### src/rtl/adc_seq_pkg.sv
package adc_seq_pkg;

  // slot count as read from the raw field: 0 -> 1, above the limit -> limit
  function automatic logic [3:0] clamp_slots(input logic [3:0] raw, input logic [3:0] lim);
    logic [3:0] r;
    if (raw == 4'd0) r = 4'd1;
    else if (raw > lim) r = lim;
    else r = raw;
    return r;
  endfunction

  // ticks per slot minus one; code 3 behaves like code 2
  function automatic logic [1:0] slot_ticks_m1(input logic [1:0] code);
    return (code == 2'd3) ? 2'd2 : code;
  endfunction

  // kept result bits for a clock mode and a saturated filter code
  function automatic logic [4:0] res_bits(input logic [1:0] mode, input logic [1:0] len_m1);
    logic [4:0] r;
    if (mode == 2'b01) begin
      case (len_m1)
        2'd0:    r = 5'd19;
        2'd1:    r = 5'd22;
        default: r = 5'd24;
      endcase
    end else begin
      case (len_m1)
        2'd0:    r = 5'd18;
        2'd1:    r = 5'd21;
        default: r = 5'd22;
      endcase
    end
    return r;
  endfunction

endpackage

### src/rtl/adc_samp_sync.sv
module adc_samp_sync #(
  parameter int STAGES = 2
) (
  input  logic clk,
  input  logic rst_n,
  input  logic samp_clk_i,
  output logic rst_n_sync_o,
  output logic tick_o
);

  logic [1:0]        rst_pipe_q;
  logic [STAGES-1:0] sync_q;
  logic [STAGES-1:0] sync_d;
  logic              prev_q;

  // reset: asserted at once, released after two clock edges
  always_ff @(posedge clk or negedge rst_n) begin
    if (!rst_n) rst_pipe_q <= 2'b00;
    else        rst_pipe_q <= {rst_pipe_q[0], 1'b1};
  end
  assign rst_n_sync_o = rst_pipe_q[1];

  generate
    if (STAGES == 1) begin : g_one
      assign sync_d = samp_clk_i;
    end else begin : g_many
      assign sync_d = {sync_q[STAGES-2:0], samp_clk_i};
    end
  endgenerate

  always_ff @(posedge clk or negedge rst_n) begin
    if (!rst_n) begin
      sync_q <= '0;
      prev_q <= 1'b0;
    end else begin
      sync_q <= sync_d;
      prev_q <= sync_q[STAGES-1];
    end
  end

  assign tick_o = sync_q[STAGES-1] & ~prev_q;

  // one tick per rising edge, never two in a row
  p_tick_gap_r2: assert property (@(posedge clk) disable iff (!rst_n)
    tick_o |=> !tick_o);

endmodule

### src/rtl/adc_slot_ctrl.sv
module adc_slot_ctrl
  import adc_seq_pkg::*;
#(
  parameter int NSLOT = 10,
  parameter int SIG_W = 4
) (
  input  logic                   clk,
  input  logic                   rst_n,
  input  logic                   tick_i,
  input  logic                   alt_req_i,
  input  logic [3:0]             slot_cnt_i,
  input  logic [1:0]             fir_len_i,
  input  logic [1:0]             clk_mode_i,
  input  logic [NSLOT*SIG_W-1:0] sel_norm_i,
  input  logic [NSLOT*SIG_W-1:0] sel_alt_i,
  output logic                   active_o,
  output logic                   conv_start_o,
  output logic                   frame_done_o,
  output logic [3:0]             slot_o,
  output logic [SIG_W-1:0]       sig_o,
  output logic                   alt_frame_o,
  output logic [1:0]             len_m1_o,
  output logic [1:0]             mode_o
);

  localparam logic [3:0] SLOT_LIM = 4'(NSLOT);

  logic [SIG_W-1:0] norm_arr [NSLOT];
  logic [SIG_W-1:0] alt_arr  [NSLOT];

  genvar gk;
  generate
    for (gk = 0; gk < NSLOT; gk++) begin : g_unpack
      assign norm_arr[gk] = sel_norm_i[gk*SIG_W +: SIG_W];
      assign alt_arr[gk]  = sel_alt_i[gk*SIG_W +: SIG_W];
    end
  endgenerate

  logic             active_q, active_d;
  logic [3:0]       slot_q, slot_d;
  logic [1:0]       tcnt_q, tcnt_d;
  logic [3:0]       nslot_q, nslot_d;
  logic [1:0]       len_q, len_d;
  logic [1:0]       mode_q, mode_d;
  logic             alt_q, alt_d;
  logic             flag_q, flag_d;
  logic [SIG_W-1:0] sig_q, sig_d;
  logic             start_q, start_d;
  logic             done_q, done_d;
  logic [SIG_W-1:0] pick;

  // next state
  always_comb begin
    active_d = active_q;
    slot_d   = slot_q;
    tcnt_d   = tcnt_q;
    nslot_d  = nslot_q;
    len_d    = len_q;
    mode_d   = mode_q;
    alt_d    = alt_q;
    flag_d   = flag_q | alt_req_i;
    start_d  = 1'b0;
    done_d   = 1'b0;
    if (tick_i) begin
      if (!active_q) begin
        active_d = 1'b1;
        slot_d   = 4'd0;
        tcnt_d   = 2'd0;
        alt_d    = flag_q;
        nslot_d  = clamp_slots(slot_cnt_i, SLOT_LIM);
        len_d    = slot_ticks_m1(fir_len_i);
        mode_d   = clk_mode_i;
        start_d  = 1'b1;
      end else if (tcnt_q == len_q) begin
        tcnt_d  = 2'd0;
        start_d = 1'b1;
        if (slot_q == nslot_q - 4'd1) begin
          done_d  = 1'b1;
          slot_d  = 4'd0;
          alt_d   = flag_q & ~alt_q;
          if (alt_q) flag_d = alt_req_i;
          nslot_d = clamp_slots(slot_cnt_i, SLOT_LIM);
          len_d   = slot_ticks_m1(fir_len_i);
          mode_d  = clk_mode_i;
        end else begin
          slot_d = slot_q + 4'd1;
        end
      end else begin
        tcnt_d = tcnt_q + 2'd1;
      end
    end
  end

  // signal number for the slot being entered
  always_comb begin
    pick = '0;
    for (int k = 0; k < NSLOT; k++) begin
      if (slot_d == 4'(k)) pick = alt_d ? alt_arr[k] : norm_arr[k];
    end
    sig_d = start_d ? pick : sig_q;
  end

  // registers
  always_ff @(posedge clk or negedge rst_n) begin
    if (!rst_n) begin
      active_q <= 1'b0;
      slot_q   <= '0;
      tcnt_q   <= '0;
      nslot_q  <= 4'd1;
      len_q    <= '0;
      mode_q   <= '0;
      alt_q    <= 1'b0;
      flag_q   <= 1'b0;
      sig_q    <= '0;
      start_q  <= 1'b0;
      done_q   <= 1'b0;
    end else begin
      active_q <= active_d;
      slot_q   <= slot_d;
      tcnt_q   <= tcnt_d;
      nslot_q  <= nslot_d;
      len_q    <= len_d;
      mode_q   <= mode_d;
      alt_q    <= alt_d;
      flag_q   <= flag_d;
      sig_q    <= sig_d;
      start_q  <= start_d;
      done_q   <= done_d;
    end
  end

  assign active_o     = active_q;
  assign conv_start_o = start_q;
  assign frame_done_o = done_q;
  assign slot_o       = slot_q;
  assign sig_o        = sig_q;
  assign alt_frame_o  = alt_q;
  assign len_m1_o     = len_q;
  assign mode_o       = mode_q;

  // slot starts only follow a tick
  p_start_on_tick_r2: assert property (@(posedge clk) disable iff (!rst_n)
    start_q |-> $past(tick_i));
  // tick position never passes the slot length
  p_tcnt_bound_r3: assert property (@(posedge clk) disable iff (!rst_n)
    active_q |-> (tcnt_q <= len_q));
  // slot index stays inside the frame
  p_slot_range_r4: assert property (@(posedge clk) disable iff (!rst_n)
    active_q |-> (slot_q < nslot_q));
  // frame end comes with the start of slot 0
  p_done_slot0_r4: assert property (@(posedge clk) disable iff (!rst_n)
    done_q |-> (start_q && slot_q == 4'd0));
  // an alternate frame is followed by a normal one
  p_alt_then_norm_r6: assert property (@(posedge clk) disable iff (!rst_n)
    (done_q && $past(alt_q)) |-> !alt_q);
  // captured settings hold inside a frame
  p_cfg_hold_r7: assert property (@(posedge clk) disable iff (!rst_n)
    (active_q && $past(active_q) && !done_q) |-> ($stable(nslot_q) && $stable(len_q) && $stable(mode_q)));

endmodule

### src/rtl/adc_result_wr.sv
module adc_result_wr
  import adc_seq_pkg::*;
#(
  parameter int SIG_W    = 4,
  parameter int DATA_W   = 24,
  parameter int ADDR_W   = 8,
  parameter int RAM_BASE = 32,
  localparam int WORD_W  = DATA_W + 8
) (
  input  logic              clk,
  input  logic              rst_n,
  input  logic              active_i,
  input  logic              conv_done_i,
  input  logic [DATA_W-1:0] conv_data_i,
  input  logic [SIG_W-1:0]  sig_i,
  input  logic [1:0]        len_m1_i,
  input  logic [1:0]        mode_i,
  output logic              ram_we_o,
  output logic [ADDR_W-1:0] ram_addr_o,
  output logic [WORD_W-1:0] ram_wdata_o
);

  logic              we_q, we_d;
  logic [ADDR_W-1:0] addr_q, addr_d;
  logic [WORD_W-1:0] data_q, data_d;
  logic [DATA_W-1:0] kept;
  logic [4:0]        res;

  always_comb begin
    res = res_bits(mode_i, len_m1_i);
    for (int b = 0; b < DATA_W; b++) begin
      kept[b] = conv_data_i[b] & (b < int'(res));
    end
  end

  always_comb begin
    we_d   = conv_done_i & active_i;
    addr_d = addr_q;
    data_d = data_q;
    if (we_d) begin
      addr_d = ADDR_W'(RAM_BASE) + ADDR_W'(sig_i);
      data_d = {kept, 8'h00};
    end
  end

  always_ff @(posedge clk or negedge rst_n) begin
    if (!rst_n) begin
      we_q   <= 1'b0;
      addr_q <= '0;
      data_q <= '0;
    end else begin
      we_q   <= we_d;
      addr_q <= addr_d;
      data_q <= data_d;
    end
  end

  assign ram_we_o    = we_q;
  assign ram_addr_o  = addr_q;
  assign ram_wdata_o = data_q;

  // a write follows a done strobe taken during a frame
  p_we_after_done_r8: assert property (@(posedge clk) disable iff (!rst_n)
    we_q |-> ($past(conv_done_i) && $past(active_i)));
  // the eight low bits of every written word are zero
  p_low_zero_r9: assert property (@(posedge clk) disable iff (!rst_n)
    we_q |-> (ram_wdata_o[7:0] == 8'h00));

endmodule

### src/rtl/adc_slot_sequencer.sv
module adc_slot_sequencer #(
  parameter int NSLOT       = 10,
  parameter int SIG_W       = 4,
  parameter int DATA_W      = 24,
  parameter int ADDR_W      = 8,
  parameter int RAM_BASE    = 32,
  parameter int SYNC_STAGES = 2,
  localparam int SEL_W      = NSLOT * SIG_W,
  localparam int WORD_W     = DATA_W + 8
) (
  input  logic              clk,
  input  logic              rst_n,
  input  logic              samp_clk_i,
  input  logic [3:0]        slot_cnt_i,
  input  logic [1:0]        fir_len_i,
  input  logic [1:0]        clk_mode_i,
  input  logic [SEL_W-1:0]  sel_norm_i,
  input  logic [SEL_W-1:0]  sel_alt_i,
  input  logic              alt_req_i,
  input  logic              conv_done_i,
  input  logic [DATA_W-1:0] conv_data_i,
  output logic              conv_start_o,
  output logic              frame_done_o,
  output logic [3:0]        slot_o,
  output logic [SIG_W-1:0]  sig_o,
  output logic              alt_frame_o,
  output logic              ram_we_o,
  output logic [ADDR_W-1:0] ram_addr_o,
  output logic [WORD_W-1:0] ram_wdata_o
);

  logic       rst_n_s;
  logic       tick;
  logic       active;
  logic [1:0] len_m1;
  logic [1:0] mode;

  adc_samp_sync #(.STAGES(SYNC_STAGES)) u_sync (
    .clk          (clk),
    .rst_n        (rst_n),
    .samp_clk_i   (samp_clk_i),
    .rst_n_sync_o (rst_n_s),
    .tick_o       (tick)
  );

  adc_slot_ctrl #(.NSLOT(NSLOT), .SIG_W(SIG_W)) u_ctrl (
    .clk          (clk),
    .rst_n        (rst_n_s),
    .tick_i       (tick),
    .alt_req_i    (alt_req_i),
    .slot_cnt_i   (slot_cnt_i),
    .fir_len_i    (fir_len_i),
    .clk_mode_i   (clk_mode_i),
    .sel_norm_i   (sel_norm_i),
    .sel_alt_i    (sel_alt_i),
    .active_o     (active),
    .conv_start_o (conv_start_o),
    .frame_done_o (frame_done_o),
    .slot_o       (slot_o),
    .sig_o        (sig_o),
    .alt_frame_o  (alt_frame_o),
    .len_m1_o     (len_m1),
    .mode_o       (mode)
  );

  adc_result_wr #(
    .SIG_W(SIG_W), .DATA_W(DATA_W), .ADDR_W(ADDR_W), .RAM_BASE(RAM_BASE)
  ) u_wr (
    .clk         (clk),
    .rst_n       (rst_n_s),
    .active_i    (active),
    .conv_done_i (conv_done_i),
    .conv_data_i (conv_data_i),
    .sig_i       (sig_o),
    .len_m1_i    (len_m1),
    .mode_i      (mode),
    .ram_we_o    (ram_we_o),
    .ram_addr_o  (ram_addr_o),
    .ram_wdata_o (ram_wdata_o)
  );

endmodule

### config.mk
export PLATFORM = sky130hd
export DESIGN_NAME = adc_slot_sequencer
export DESIGN_NICKNAME = d
export VERILOG_FILES = /design/src/rtl/adc_seq_pkg.sv /design/src/rtl/adc_samp_sync.sv /design/src/rtl/adc_slot_ctrl.sv /design/src/rtl/adc_result_wr.sv /design/src/rtl/adc_slot_sequencer.sv
export SDC_FILE = /design/constraint.sdc
export NUM_CORES = 1
export LEC_CHECK = 0
export ABC_AREA = 1
export BUFFER_PORTS_ARGS = -buffer_cell sky130_fd_sc_hd__buf_2
export CAP_MARGIN = 5
export CELL_PAD_IN_SITES_DETAIL_PLACEMENT = 1
export CELL_PAD_IN_SITES_GLOBAL_PLACEMENT = 2
export CORE_MARGIN = 2
export CORE_UTILIZATION = 24
export CTS_CLUSTER_SIZE = 14
export DETAILED_ROUTE_END_ITERATION = 10
export PLACE_DENSITY_LB_ADDON = 0.1
export SYNTH_ARGS = -nofsm -noshare
export SYNTH_HDL_FRONTEND = slang
export SYNTH_SLANG_ARGS = --single-unit
### constraint.sdc
create_clock -name clk -period 2.3 [get_ports clk]
set_input_delay 0.46 -clock clk [delete_from_list [all_inputs] [get_ports clk]]
set_output_delay 0.46 -clock clk [all_outputs]
set_load 0.01 [all_outputs]
**Yosys cells after proc, flatten, opt, wreduce, memory -nomap -nowiden**

Index checks and enable logic that the tools add are counted.

- Flip-flop bits (word level): 61
- Output and inout port bits: 52
- Input bits: 117

- Muxes and demuxes: 57
- Add/subtract/negate cells: 4
- Equal/unequal tests: 16
- Reductions and logical operators: 4
- Bitwise operators: 30
- Order comparisons: 25

Operators by type and width:

| operator | number |
|---|---|
| $mux W4 | 29 |
| $lt A4 B5 Y1 const A | 8 |
| $lt A5 B5 Y1 const A | 8 |
| $and A1 B1 Y1 | 27 |
| $lt A3 B5 Y1 const A | 4 |
| $mux W2 | 9 |
| $eq A4 B3 Y1 const B | 4 |
| $mux W1 | 16 |
| $lt A1 B5 Y1 const A | 2 |
| $lt A2 B5 Y1 const A | 2 |
| $eq A4 B2 Y1 const B | 2 |
| $eq A4 B4 Y1 const B | 2 |
| $logic_not A4 Y1 | 2 |
| $pmux W4 S2 | 1 |
| $add A6 B4 Y7 const A | 1 |
| $pmux W3 S2 | 1 |
| $mux W5 | 1 |
| $add A4 B1 Y4 const B | 1 |
| $eq A2 B1 Y1 const B | 2 |
| $eq A4 B1 Y1 const B | 1 |
| $eq A4 B4 Y1 | 1 |
| $gt A4 B4 Y1 const B | 1 |
| $ne A2 B2 Y1 const B | 2 |
| $sub A4 B1 Y4 const B | 1 |
| 7 further kinds | 8 |

**Logic depth before layout (Yosys ltp)**

- Word-level depth: 17
- Mapped depth: 23

**Cells and area by module**

From an unflattened synthesis, not the netlist that was laid out.

- Cells, all modules: 484
- Area total of the unflattened synthesis: 3483.3 µm²

Modules (own cells, without submodules):

| module | area each (µm²) | seq. area each (µm²) | cells an instance | instances |
|---|---|---|---|---|
| adc_slot_ctrl | 2074.5 | 576.8 | 331 | 1 |
| adc_result_wr | 1270.0 | 750.7 | 145 | 1 |
| adc_samp_sync | 138.9 | 125.1 | 8 | 1 |

**Worst setup path before layout**

OpenSTA, ideal clock, no wires.

- Path type: reg2reg
- Start: reg u_ctrl.nslot_q[0]
- End: reg u_ctrl.sig_q[0], in the netlist u_ctrl.sig_o[0]
- Path buffers: 1
- Cell stages (with the launch flop): 20
- Setup time: 0.113 ns
- Data arrival time: 2.307 ns
- Path slack: -0.120 ns
- Data required time: 2.187 ns
- Cell sequence: dfstp_2 inv_2 ha_1 nand2_1 inv_1 nor2_1 nand2_1 nor2_2 nand3_4 nand2_4 nand3_2 nand2_2 inv_2 buf_2 o211ai_1 nand4_1 nand2_1 nand3_1 nand2_1 inv_1

- Cells in the longest elaborated chain, start to end: 17

Ends and longest elaborated chain:

| element | line | text |
|---|---|---|
| from (decl) | adc_slot_ctrl.sv:42 | `logic [3:0] nslot_q, nslot_d;` |
| from (signal assigned) | adc_slot_ctrl.sv:121 | `nslot_q <= nslot_d;` |
| $sub A4 B1 Y4 * | adc_slot_ctrl.sv:77 | `if (slot_q == nslot_q - 4'd1) begin` |
| $eq A4 B4 Y1 * | adc_slot_ctrl.sv:77 |  |
| $mux W4 or $mux W1 (tied branches) | adc_slot_ctrl.sv:77 |  |
| $mux W4 or $mux W1 (tied branches) | adc_slot_ctrl.sv:74 | `end else if (tcnt_q == len_q) begin` |
| $mux W4 or $mux W1 (tied branches) | adc_slot_ctrl.sv:65 | `if (!active_q) begin` |
| $mux W4 or $mux W1 (tied branches) | adc_slot_ctrl.sv:64 | `if (tick_i) begin` |
| $logic_not A4 Y1 or $mux W4 (tied branches) | adc_slot_ctrl.sv:98 | `if (slot_d == 4'(k)) pick = alt_d ? alt_arr[k] : norm_arr[k];` |
| $mux W4 (9 in series) | adc_slot_ctrl.sv:98 |  |
| $mux W4 * | adc_slot_ctrl.sv:98 |  |
| to (signal assigned) | adc_slot_ctrl.sv:126 | `sig_q <= sig_d;` |
| to (decl) | adc_slot_ctrl.sv:47 | `logic [SIG_W-1:0] sig_q, sig_d;` |

Mark *: on every way between the ends. The rest lies on a longest branch, timed or not.
A chain may end at the register's enable or synchronous reset.

**Worst setup path after layout**

- Start: reg u_ctrl.nslot_q[0]
- End: reg u_ctrl.sig_q[2], in the netlist u_ctrl.sig_o[2]

The elaborated chain is that of the path after synthesis.

==> run_summary.xml <==
<?xml version="1.0" encoding="UTF-8"?>
<metrics>
  <group name="outcome">
    <metric name="run_status" unit="">finished with violations</metric>
    <metric name="failing_checks" unit="">setup timing</metric>
  </group>
  <group name="timing">
    <metric name="timing.final.ws_setup" unit="ns">-0.320</metric>
    <metric name="finalCritPeriodShare" unit="%">114</metric>
    <metric name="worstMarginPinSlew" unit="ns">0.632</metric>
    <metric name="report.final.setup_viol" unit="">4</metric>
    <metric name="rsz0062_at_grt" unit="">yes</metric>
    <metric name="timing.setup.tns" unit="ns">-1.14</metric>
    <metric name="max_slew_vio_count" unit="">0</metric>
    <metric name="hold_viol" unit="">0</metric>
    <metric name="timing.hold.ws" unit="ns">0.252</metric>
    <metric name="max_clock_freq" unit="MHz">382</metric>
    <metric name="clock_skew" unit="ns">0.00717</metric>
    <metric name="period_minus_slack" unit="ns">2.62</metric>
    <metric name="timing.slew.headroom" unit="%">57.8</metric>
  </group>
  <group name="routing">
    <metric name="drt-wirelength-per-cell" unit="um">14.2</metric>
    <metric name="vias_per_cell" unit="">4.31</metric>
    <metric name="drt-initial-drc-count" unit="">109</metric>
    <metric name="drc" unit="">0</metric>
    <metric name="drt_wl_total" unit="um">12300</metric>
    <metric name="detailroute.via_count" unit="">3748</metric>
    <metric name="ant_nets" unit="">0</metric>
    <metric name="drt_pass1_iterations" unit="">4</metric>
  </group>
  <group name="cells_and_area">
    <metric name="nNetsFinal" unit="">800</metric>
    <metric name="final_util" unit="%">36.8</metric>
    <metric name="layout-area-overhead-vs-synth" unit="%">51.6</metric>
    <metric name="drive_gt1_share" unit="%">42.6</metric>
    <metric name="antenna_cells_inserted" unit="">0</metric>
  </group>
  <group name="critical_path">
    <metric name="critical_path.slowest_cell" unit="">dfstp_2</metric>
    <metric name="required_time_of_the_critical_path" unit="ns">2.52</metric>
    <metric name="worstReg2RegEnd" unit="">u_ctrl.sig_o[2]$_DFFE_PN0P_</metric>
    <metric name="critPathBufInv" unit="">4</metric>
    <metric name="worst_setup_path_type" unit="">reg -&gt; reg</metric>
    <metric name="cp-endpoint" unit="">u_ctrl.sig_o[2]$_DFFE_PN0P_</metric>
    <metric name="timing.critical_path.from_type" unit="">flop</metric>
    <metric name="path_cells" unit="">inv_2, ha_4, nand2_2, inv_2, nor2_4, nand2_2, nor2_4, nand3_4, nand2_4, nand3_4, clkbuf_16, nand3_2, nand2_1, nand2_1, nand3_2, nor2_1, nand4_1, nand2_1, nand3_1, nand2_1, inv_1</metric>
    <metric name="data_arrival_critical_path" unit="ns">2.84</metric>
    <metric name="worst-path-max-fanout" unit="">6</metric>
    <metric name="critical-path-max-stage-delay" unit="ns">0.53</metric>
    <metric name="worst_setup_end_kind" unit="">flop</metric>
    <metric name="critical_path_cell_count" unit="">21</metric>
    <metric name="regToRegSetupSlack" unit="ns">-0.32</metric>
    <metric name="critical_path.top_delay_family" unit="">simple AND/OR/NAND/NOR gates</metric>
    <metric name="worst_setup_path_startpoint" unit="">u_ctrl.nslot_q[0]$_DFFE_PN1P_</metric>
    <metric name="rr_startpoint" unit="">u_ctrl.nslot_q[0]$_DFFE_PN1P_</metric>
    <metric name="ff2ff_path_depth" unit="">21</metric>
    <metric name="worst_path_most_repeated_cell" unit="">nand2_1</metric>
  </group>
  <group name="floorplanning">
    <metric name="core-area" unit="sq um">14400</metric>
    <metric name="rows" unit="">44</metric>
    <metric name="starting_density" unit="%">24.3</metric>
    <metric name="die_height" unit="um">125</metric>
    <metric name="fp.dieArea" unit="sq um">15500</metric>
    <metric name="floorplan.io_pins" unit="">169</metric>
    <metric name="die_width" unit="um">125</metric>
  </group>
  <group name="synth">
    <metric name="post_synth.cell_area_avg" unit="sq um">7.34</metric>
    <metric name="synth_sequential_area_ratio" unit="%">41.6</metric>
    <metric name="synth_top_area_share" unit="%">40.8</metric>
    <metric name="syn_inst" unit="">476</metric>
    <metric name="ff_latch_count_synth" unit="">58</metric>
    <metric name="yosysTopAreaCell" unit="">dfrtp_1</metric>
    <metric name="synth_top_cells_by_area" unit="">dfrtp_1 41%, nand2_1 21%, nand3_1 4.0%, inv_1 3.2%, o21ai_0 2.9%</metric>
    <metric name="syn-cell-area" unit="sq um">3490</metric>
    <metric name="synthDistinctLibCells" unit="">39</metric>
    <metric name="synth.yosys.warnings" unit="">0</metric>
  </group>
  <group name="cts">
    <metric name="cts_tree" unit="">yes</metric>
    <metric name="cts_max_level" unit="">3</metric>
    <metric name="cts_inserted_buffers" unit="">9</metric>
    <metric name="clkSlewWorstSetupHoldPaths" unit="ns">0.05</metric>
    <metric name="worst_skew_pair.late_latency" unit="ns">0.32</metric>
    <metric name="clock_path_buffers" unit="">2</metric>
    <metric name="cts_root_buffer" unit="">clkbuf_16</metric>
    <metric name="clock-sinks" unit="">58</metric>
  </group>
  <group name="place">
    <metric name="dp_hpwl" unit="um">9780</metric>
    <metric name="gp_routability_congestion" unit="">0.767</metric>
    <metric name="numPortBuffers" unit="">157</metric>
  </group>
  <group name="pwr">
    <metric name="powerDensity" unit="nW/um^2">965</metric>
    <metric name="cellInternalPower" unit="mW">3.16</metric>
    <metric name="power.share.switching" unit="%">38.1</metric>
    <metric name="power.combinational.fraction" unit="%">45.7</metric>
    <metric name="seq_power_share" unit="%">27.6</metric>
    <metric name="ir_drop" unit="uV">327</metric>
    <metric name="p_switching" unit="mW">1.95</metric>
    <metric name="static-leakage-power" unit="nW">2.92</metric>
    <metric name="fin_total_pwr" unit="mW">5.11</metric>
    <metric name="clock_power_share" unit="%">26.6</metric>
  </group>
  <group name="hold_path">
    <metric name="min_path_type" unit="">in -&gt; reg</metric>
  </group>
  <group name="grt">
    <metric name="grt_first_pass_wirelength" unit="um">19800</metric>
    <metric name="globalRouteOverflowTotal" unit="">0</metric>
    <metric name="global_route.usage.total" unit="%">15.6</metric>
    <metric name="first_global_vias" unit="">4064</metric>
    <metric name="grt_antenna_before_repair" unit="">0</metric>
    <metric name="grt_start_max_net_pins" unit="">33</metric>
  </group>
  <group name="flow_run">
    <metric name="max_cap_violations" unit="">0</metric>
  </group>
</metrics>
[synth_stat cells, drive strengths merged]
cell    number
o21ai       21
nand4        6
clkinv       1
nand3       31
xor2         3
conb         2
a21oi       17
nor2        32
nand2      213
clkbuf       5
nor3         3
or2          9
ha           2
buf         20
dfrtp       57
a211o        1
inv         38
a21boi       1
o21bai       4
o211ai       9
dfstp        1
[cells by family after synthesis]
kind of cell | synth area share (%)
flops | 41.6
compound gates | 8.81
xor+xnor | 0.968
fa+ha+maj | 0.716
buf+inv | 8.74
simple gates | 38.9
other cells | 0.215
[repair_timing]
item / in CTS / in global routing
endpoints found under the setup margin: 4 / 9
pin swaps: 0 / 24
hold buffers: 1 / 0
resized for setup: 8 / 28
endpoints found under the hold margin: 5 / 0
setup buffers: 0 / 2
gates cloned: 0 / 3
[worst reg2reg max path: stages (launching register included)]
cell       delay [ns]
dfstp_2          0.53
inv_2            0.05
ha_4             0.21
nand2_2          0.06
inv_2            0.04
nor2_4           0.09
nand2_2          0.07
nor2_4           0.14
nand3_4          0.09
nand2_4          0.10
nand3_4          0.14
clkbuf_16        0.21
nand3_2          0.05
nand2_1          0.06
nand2_1          0.08
nand3_2          0.09
nor2_1           0.12
nand4_1          0.12
nand2_1          0.11
nand3_1          0.06
nand2_1          0.07
inv_1            0.03
[area by class of cell]
class                           instances  area, sq um
Clock buffer                           13          270
Clock inverter                          2         35.0
Fill cell                            1826         9070
Inverter                               39          149
Multi-Input combinational cell        366         1950
Sequential cell                        58         1450
Tap cell                              184          230
Timing Repair Buffer                  207         1200
[worst min path at each step]
stage	slack, ns	cells after the start	end	from
global route	0.24	1	u_sync.sync_q[0]$_DFF_PN0_	samp_clk_i
finish	0.25	1	u_sync.sync_q[0]$_DFF_PN0_	samp_clk_i
global placement	0.28	1	u_sync.rst_pipe_q[0]$_DFF_PN0_	rst_n
floorplan	0.16	0	u_sync.prev_q$_DFF_PN0_	rst_n
CTS	0.24	1	u_sync.sync_q[0]$_DFF_PN0_	samp_clk_i
detailed placement	0.29	1	u_sync.sync_q[1]$_DFF_PN0_	rst_n
[registers in the layout, indices dropped and copies added (netlist names)]
name	cells
u_ctrl.flag_q	1
u_sync.prev_q	1
u_wr.ram_wdata_o	24
u_ctrl.len_m1_o	2
u_sync.rst_pipe_q	2
u_ctrl.nslot_q	4
u_ctrl.active_o	1
u_ctrl.conv_start_o	1
u_sync.sync_q	2
u_ctrl.tcnt_q	2
u_wr.ram_we_o	1
u_ctrl.frame_done_o	1
u_ctrl.alt_frame_o	1
u_wr.ram_addr_o	5
u_ctrl.sig_o	4
u_ctrl.slot_o	4
u_ctrl.mode_o	2
[layout by cell type (no fill, tap or decap), types with 7 or more instances in the layout]
cell	netlist	routed
o211ai_1	9	9
o21ai_0	20	20
conb_1	2	12
nand3_2	2	11
buf_4	12	46
clkbuf_16	0	10
nand3_1	28	17
inv_2	8	9
inv_1	30	28
nor2_1	21	16
nand2_4	5	7
nor2_2	8	9
dfrtp_1	57	56
buf_2	7	157
nand2_1	200	192
a21oi_1	16	16
nand2_2	6	13
[metrics by stage]
step | setup WS [ns] | instance area, sq um | cells
3_5_place_dp | -0.375 | 4770 | 848
5_1_grt | -0.508 | 5290 | 869
2_1_floorplan | -0.0546 | 3570 | 486
3_3_place_gp | -0.325 | 4770 | 848
4_1_cts | -0.291 | 5130 | 864
6_report | -0.320 | 5290 | 869
[power by group through the flow]
stage | sequential (mW) | combinational [mW] | clock, mW
final | 1.41 | 2.34 | 1.36
after global routing | 1.45 | 2.61 | 1.45
after CTS | 1.42 | 2.28 | 1.41
after detailed placement | 1.43 | 2.22 | 0
after global placement | 1.42 | 2.19 | 0
after floorplan | 1.47 | 1.25 | 0
[layer usage]
layer	global-route usage, %	part of all wire [%]	vias to the layer above
met5	0	0	-
met4	3.97	1.3	0
met3	3.91	6.3	10
met2	27.2	49	121
met1	19.4	43	1726
li1	-	-	1891
Note: power is estimated with default switching activity, not from simulation.
